--- config.mk ---
export PLATFORM = sky130hd
export DESIGN_NAME = isr_router
export DESIGN_NICKNAME = d
export VERILOG_FILES = /design/src/rtl/isr_pkg.sv /design/src/rtl/isr_vector.sv /design/src/rtl/isr_status.sv /design/src/rtl/isr_line_map.sv /design/src/rtl/isr_router.sv
export SDC_FILE = /design/constraint.sdc
export NUM_CORES = 1
export LEC_CHECK = 0
export BUFFER_PORTS_ARGS = -buffer_cell sky130_fd_sc_hd__buf_2
export CAP_MARGIN = 20
export CORE_MARGIN = 2
export CORE_UTILIZATION = 48
export CTS_CLUSTER_SIZE = 8
export DETAILED_ROUTE_END_ITERATION = 12
export PLACE_DENSITY = 0.77
export RECOVER_POWER = 100
export SETUP_SLACK_MARGIN = 0.3
export SLEW_MARGIN = 20
export SYNTH_ARGS = -nofsm -noshare
export SYNTH_HDL_FRONTEND = slang
export SYNTH_SLANG_ARGS = --single-unit
--- constraint.sdc ---
create_clock -name clk -period 1.45 [get_ports clk]
set_clock_uncertainty 0.1 [all_clocks]
set_input_delay 0.145 -clock clk [delete_from_list [all_inputs] [get_ports clk]]
set_output_delay 0.145 -clock clk [all_outputs]
set_load 0.02 [all_outputs]
--- src/rtl/isr_pkg.sv ---
package isr_pkg;
   localparam int WORD_W   = 64;
   localparam int SRV_W    = 16;
   localparam int PRIO_W   = 8;
   localparam int SRC_W    = 3;
   localparam int SRV_LSB  = 40;
   localparam int PRIO_LSB = 32;
   localparam int SRC_LSB  = 29;
   localparam int PEND_BIT = 24;
   localparam int AUX_BIT  = 47;
   localparam int ST0_BIT  = 46;
   localparam int STAT_TOP = 37;

   typedef struct packed {
      logic [SRV_W-1:0]  server;
      logic [PRIO_W-1:0] prio;
      logic [SRC_W-1:0]  src;
      logic              pend;
   } vec_t;
endpackage

--- src/rtl/isr_vector.sv ---
module isr_vector
   import isr_pkg::*;
#(
   parameter int IDX  = 0,
   parameter int NSRC = 6
) (
   input  logic              clk,
   input  logic              rst,
   input  logic              wr_hit,
   input  logic [SRV_W-1:0]  wr_server,
   input  logic [PRIO_W-1:0] wr_prio,
   input  logic [SRC_W-1:0]  wr_src,
   input  logic              lvl_event,
   input  logic              act_new,
   output logic [WORD_W-1:0] word,
   output logic [SRV_W-1:0]  server,
   output logic [PRIO_W-1:0] prio,
   output logic [SRC_W-1:0]  route
);
   localparam logic [SRC_W:0] NSRC_L = (SRC_W+1)'(NSRC);

   vec_t              v_q;
   logic [SRC_W-1:0]  route_q;
   logic [PRIO_W-1:0] prio_nx;
   logic              masked_nx;
   logic              src_ok;

   assign prio_nx   = wr_hit ? wr_prio : v_q.prio;
   assign masked_nx = (prio_nx == '1);
   assign src_ok    = ({1'b0, wr_src} < NSRC_L);

   always_ff @(posedge clk) begin
      if (rst) begin
         v_q.server <= '0;
         v_q.prio   <= '1;
         v_q.src    <= SRC_W'(IDX);
         v_q.pend   <= 1'b0;
         route_q    <= SRC_W'(IDX);
      end else begin
         if (wr_hit) begin
            v_q.server <= wr_server;
            v_q.prio   <= wr_prio;
            v_q.src    <= wr_src;
            if (src_ok) route_q <= wr_src;
         end
         if (lvl_event)
            v_q.pend <= act_new && !masked_nx;
         else if (wr_hit && masked_nx)
            v_q.pend <= 1'b0;
      end
   end

   assign word = {8'h00, v_q.server, v_q.prio, v_q.src, 4'h0, v_q.pend, 24'h0};
   assign server = v_q.server;
   assign prio   = v_q.prio;
   assign route  = route_q;

   // a masked source never holds a pending bit
   p_masked_no_pend_r3: assert property (@(posedge clk) disable iff (rst)
      (v_q.prio == '1) |-> !v_q.pend);

   // an unsupported source number leaves routing untouched
   p_bad_src_keeps_route_r7: assert property (@(posedge clk) disable iff (rst)
      (wr_hit && !src_ok) |=> $stable(route_q));
endmodule

--- src/rtl/isr_status.sv ---
module isr_status
   import isr_pkg::*;
#(
   parameter int NSRC = 6
) (
   input  logic              clk,
   input  logic              rst,
   input  logic [NSRC-1:0]   irq_in,
   input  logic              wr_ctrl,
   input  logic              wr_aux,
   output logic [NSRC-1:0]   act,
   output logic [NSRC-1:0]   act_nx,
   output logic [NSRC-1:0]   evt,
   output logic [WORD_W-1:0] ctrl_word,
   output logic [WORD_W-1:0] stat_word
);
   logic [NSRC-1:0] st_q;
   logic            aux_q;
   logic            aux_nx;

   assign aux_nx = wr_ctrl ? wr_aux : aux_q;

   always_ff @(posedge clk) begin
      if (rst) begin
         st_q  <= '0;
         aux_q <= 1'b0;
      end else begin
         st_q  <= irq_in;
         aux_q <= aux_nx;
      end
   end

   assign evt       = irq_in ^ st_q;
   assign act[0]    = st_q[0] | aux_q;
   assign act_nx[0] = irq_in[0] | aux_nx;

   always_comb begin
      ctrl_word = '0;
      ctrl_word[AUX_BIT] = aux_q;
      ctrl_word[ST0_BIT] = st_q[0];
   end

   logic [NSRC-1:0][WORD_W-1:0] stat_part;
   assign stat_part[0] = '0;
   for (genvar i = 1; i < NSRC; i++) begin : g_src
      assign act[i]    = st_q[i];
      assign act_nx[i] = irq_in[i];
      always_comb begin
         stat_part[i] = stat_part[i-1];
         stat_part[i][STAT_TOP-i] = st_q[i];
      end
   end
   assign stat_word = stat_part[NSRC-1];

   // status follows the inputs one edge later
   p_status_tracks_r4: assert property (@(posedge clk) disable iff (rst)
      !rst |=> (st_q == $past(irq_in)));
endmodule

--- src/rtl/isr_line_map.sv ---
module isr_line_map #(
   parameter int NSRC  = 6,
   parameter int SRC_W = 3
) (
   input  logic [NSRC-1:0]            act,
   input  logic [NSRC-1:0][SRC_W-1:0] route,
   output logic [NSRC-1:0]            line
);
   for (genvar j = 0; j < NSRC; j++) begin : g_line
      logic hit;
      always_comb begin
         hit = 1'b0;
         for (int i = 0; i < NSRC; i++)
            if (act[i] && route[i] == SRC_W'(j)) hit = 1'b1;
      end
      assign line[j] = hit;
   end
endmodule

--- src/rtl/isr_router.sv ---
module isr_router
   import isr_pkg::*;
#(
   parameter int NSRC = 6,
   localparam int AW  = $clog2(NSRC + 2)
) (
   input  logic                             clk,
   input  logic                             rst,
   input  logic [NSRC-1:0]                  irq_in,
   input  logic                             wr_en,
   input  logic [AW-1:0]                    wr_addr,
   input  logic [WORD_W-1:0]                wr_data,
   input  logic [AW-1:0]                    rd_addr,
   output logic [WORD_W-1:0]                rd_data,
   output logic [NSRC-1:0]                  line_out,
   output logic [NSRC-1:0][SRV_W-3:0]       srv_out,
   output logic [NSRC-1:0][PRIO_W-1:0]      prio_out
);
   localparam logic [AW-1:0] CTRL_A = AW'(NSRC);
   localparam logic [AW-1:0] STAT_A = AW'(NSRC + 1);

   if (NSRC < 2 || NSRC > 6) begin : g_bad_nsrc
      $error("isr_router: NSRC must lie in 2..6");
   end
   if ((1 << SRC_W) < NSRC) begin : g_bad_srcw
      $error("isr_router: source field too narrow");
   end

   logic [NSRC-1:0]              act, act_nx, evt;
   logic [WORD_W-1:0]            ctrl_word, stat_word;
   logic [NSRC-1:0][WORD_W-1:0]  vec_word;
   logic [NSRC-1:0][SRC_W-1:0]   route;
   logic [NSRC-1:0][SRV_W-1:0]   server;
   logic                         unused_wr_bits;

   assign unused_wr_bits = ^{wr_data[63:56], wr_data[28:0]};

   isr_status #(.NSRC(NSRC)) u_status (
      .clk       (clk),
      .rst       (rst),
      .irq_in    (irq_in),
      .wr_ctrl   (wr_en && wr_addr == CTRL_A),
      .wr_aux    (wr_data[AUX_BIT]),
      .act       (act),
      .act_nx    (act_nx),
      .evt       (evt),
      .ctrl_word (ctrl_word),
      .stat_word (stat_word)
   );

   for (genvar i = 0; i < NSRC; i++) begin : g_vec
      isr_vector #(.IDX(i), .NSRC(NSRC)) u_vec (
         .clk       (clk),
         .rst       (rst),
         .wr_hit    (wr_en && wr_addr == AW'(i)),
         .wr_server (wr_data[SRV_LSB +: SRV_W]),
         .wr_prio   (wr_data[PRIO_LSB +: PRIO_W]),
         .wr_src    (wr_data[SRC_LSB +: SRC_W]),
         .lvl_event (evt[i]),
         .act_new   (act_nx[i]),
         .word      (vec_word[i]),
         .server    (server[i]),
         .prio      (prio_out[i]),
         .route     (route[i])
      );
      assign srv_out[i] = server[i][SRV_W-1:2];
   end

   for (genvar i = 1; i < NSRC; i++) begin : g_chk
      // outside the shared input, pending implies the input is active
      p_pend_live_r3: assert property (@(posedge clk) disable iff (rst)
         vec_word[i][PEND_BIT] |-> act[i]);
   end

   isr_line_map #(.NSRC(NSRC), .SRC_W(SRC_W)) u_lines (
      .act   (act),
      .route (route),
      .line  (line_out)
   );

   always_comb begin
      rd_data = '1;
      if (rd_addr == CTRL_A)
         rd_data = ctrl_word;
      else if (rd_addr == STAT_A)
         rd_data = stat_word;
      else
         for (int i = 0; i < NSRC; i++)
            if (rd_addr == AW'(i)) rd_data = vec_word[i];
   end
endmodule

==> impl_metrics.toml <==
[global_routing]
grt_max_degree = 63
grt_remaining_overflow = 0
antenna_found_initial = 0
grt_use_total_pct = 32.7
grt_pass1_wl_um = 58100
grt_pass1_vias = 10600

[place]
gp_congestion = 0.898
post-dp-hpwl_um = 23500
placed_cells = 1717
io_buffers = 207
placed_area_sq_mm = 0.0122

[power]
leakagePower_nw = 6.45
irDropWorstVdd_uv = 980
p_per_area_mw_per_mm2 = 851

[sta]
tightest_slew_ps = 596
setup_slack_ps = -637
rsz0062_at_grt = "yes"
slew_headroom_pct = 60.2
fmax_mhz = 479
tns_ps = -19270
finalCritPeriodShare_pct = 144
setup_viol = 122
finalCriticalPeriod_ps = 2090
finalMaxSlewViolations = 0
hold_violations = 0
hold-worst-slack_ps = 13.0

[layout]
layout_common_cells = "nand2_1 (322), buf_6 (236), a21oi_1 (117)"
area_growth_pct = 50.0
n_antenna_cell = 0
instances_no_fill = 1856
fillers = 1248
mostFrequentLayoutCell = "nand2_1"
drive_gt1_share_pct = 48.6
final_net_count = 1647
final_cell_area_sq_mm = 0.0156

[run]
drv_cap = 0

[worst_setup_path]
crit_fanout = 4
cp.arrival_ps = 1840
r2r.worst_path.cells = 4
crit_required_ps = 1210
max_stage_delay_ps = 430
critPathLaunchType = "flop"
crit_chain = "nand2_1 -> nor2_1 -> a22o_1 -> or4_4 -> buf_6"
slowest_stage = "or4_4"
path_class = "reg -> out"
crit_path_end_kind = "output pin"

[floorplanning]
core_area_sq_mm = 0.0212
top_level_ports = 281
rows = 53
dieArea_sq_mm = 0.0229
start_util_pct = 49.3
dieWidth_um = 151
die_h_um = 151

[synth]
synth_edf_count = 0
synthFlopType = "dfxtp_1"
yosys_warnings = 0
synth_area_sq_mm = 0.0104
yosysSeqAreaShare_pct = 37.0
synthArstFlopShare_pct = 0
ys_ff_latch = 193
syn_avg_cell_area_sq_um = 7.78
synth_cells = 1341
ys_types = 54

[clock_network]
path_clk_slew_ps = 80
cts_hold_buffers = 33
cts-buffers-inserted = 17
clock_latency_ps = 460
clock-sinks = 193
cts_tree = "yes"
clockBufferDepth = 2
ctsHtreeMaxLevel = 4
root_buffer = "clkbuf_16"

[run_status]
status = "finished, violations left"
violations = "negative setup slack"

[drt]
drtPass1Iterations = 8
routed_wl_um = 44900
ant_nets = 0
drc = 0
routed_via_density = 6.31
drt_iter0_markers = 1612
via_count = 11700
routedWlPerCell_um = 24.2

[min_path]
holdCritPathClass = "in -> reg"
whs_path_depth = 2
## report_power, final
part	internal [mW]	switching [mW]
sequential	5.42	0.164
combinational	1.23	1.62
clock	2.34	2.54
## kinds of logic (layout without fill, tap and decap cells)
family	count (synthesis)	after routing	share of synthesized area [%]
AOI/OAI and AO/OA	265	265	14.2
other	1	36	0.0360
DFF	193	193	37.0
xor gates and xnor gates	2	2	0.168
and+or+nand+nor	527	527	24.0
buffers and inverters	278	483	16.8
muxes	75	75	7.77
## worst paths after layout
kind	from	to	slack, ps
setup reg to reg	g_vec[4].u_vec.prio[4]$_SDFFE_PP1P_	g_vec[4].u_vec.word[24]$_SDFFE_PP0P_	-170
hold / removal	rst	u_status.st_q[5]$_SDFF_PP0_	10
setup / recovery	u_status.st_q[1]$_SDFF_PP0_	line_out[2]	-640
hold reg to reg	g_vec[5].u_vec.word[30]$_SDFFE_PP0N_	g_vec[5].u_vec.word[30]$_SDFFE_PP0N_	360
## sequential cells by signal, indices dropped and copies added, names as in the netlist
| signal | count |
|---|---|
| g_vec.u_vec.server | 96 |
| u_status.aux_q | 1 |
| g_vec.u_vec.word | 24 |
| g_vec.u_vec.route | 18 |
| u_status.st_q | 6 |
| g_vec.u_vec.prio | 48 |
## synth_stat cells (all sizes together) (2+ instances only)
master	count	area share, %
a211oi	5	0.36
a21oi	146	7.0
a221o	4	0.38
a221oi	5	0.42
a2bb2oi	5	0.42
and2	5	0.30
and3	2	0.12
and4bb	2	0.24
buf	213	14
clkbuf	53	1.9
dfxtp	193	37
inv	11	0.40
mux2	48	5.2
mux2i	27	2.6
nand2	338	12
nand2b	3	0.18
nand3	9	0.43
nand3b	55	4.0
nand4	15	0.90
nand4b	10	0.84
nand4bb	3	0.32
nor2	44	1.7
nor2b	8	0.48
nor3	15	0.86
nor3b	2	0.19
nor4	3	0.18
nor4b	8	0.73
o21ai	55	2.6
o21bai	8	0.58
o22ai	28	1.7
or4	3	0.22
xnor2	2	0.17
## timing repair
action / in CTS / in global routing
pin swaps: 69 / 51
hold endpoints to repair: 156 / 1
buffers inserted: 40 / 34
setup endpoints to repair: 204 / 223
gates resized for setup: 509 / 204
## worst max-delay path, delay by kind of cell (launching register included)
kind	cells	cell delay, ps
AO/OA/AOI/OAI	1	270
flip-flops	1	360
buffers and inverters	1	150
AND/OR/NAND/NOR	3	620
## per-stage QoR
| step | setup slack, ps | util, % | power [mW] |
|---|---|---|---|
| finish | -637 | 73.9 | 13.3 |
| global route | -642 | 73.9 | 13.6 |
| CTS | -567 | 70.4 | 12.9 |
| detailed placement | -294 | 57.5 | 7.77 |
| global placement | -246 | 57.5 | 7.73 |
| floorplan | 1.41 | - | 7.28 |
## routing by layer
metal	routed length, um	vias to the layer above	global-route usage [%]
met5	0	-	0
met4	3690	0	18.0
met3	5320	355	7.41
met2	20500	1067	53.3
met1	15500	5473	40.0
li1	-	4819	-
## area by class of cell
class,count,area [sq um],area share (%)
clock buffer,18,429,2.74
clock inverter,14,155,0.992
inverter,12,57.6,0.368
multi-input combinational,905,6280,40.1
sequential,193,4120,26.3
timing repair buffer,439,4260,27.2
tap,275,344,2.20
Note: power is estimated with default switching activity, not from simulation.
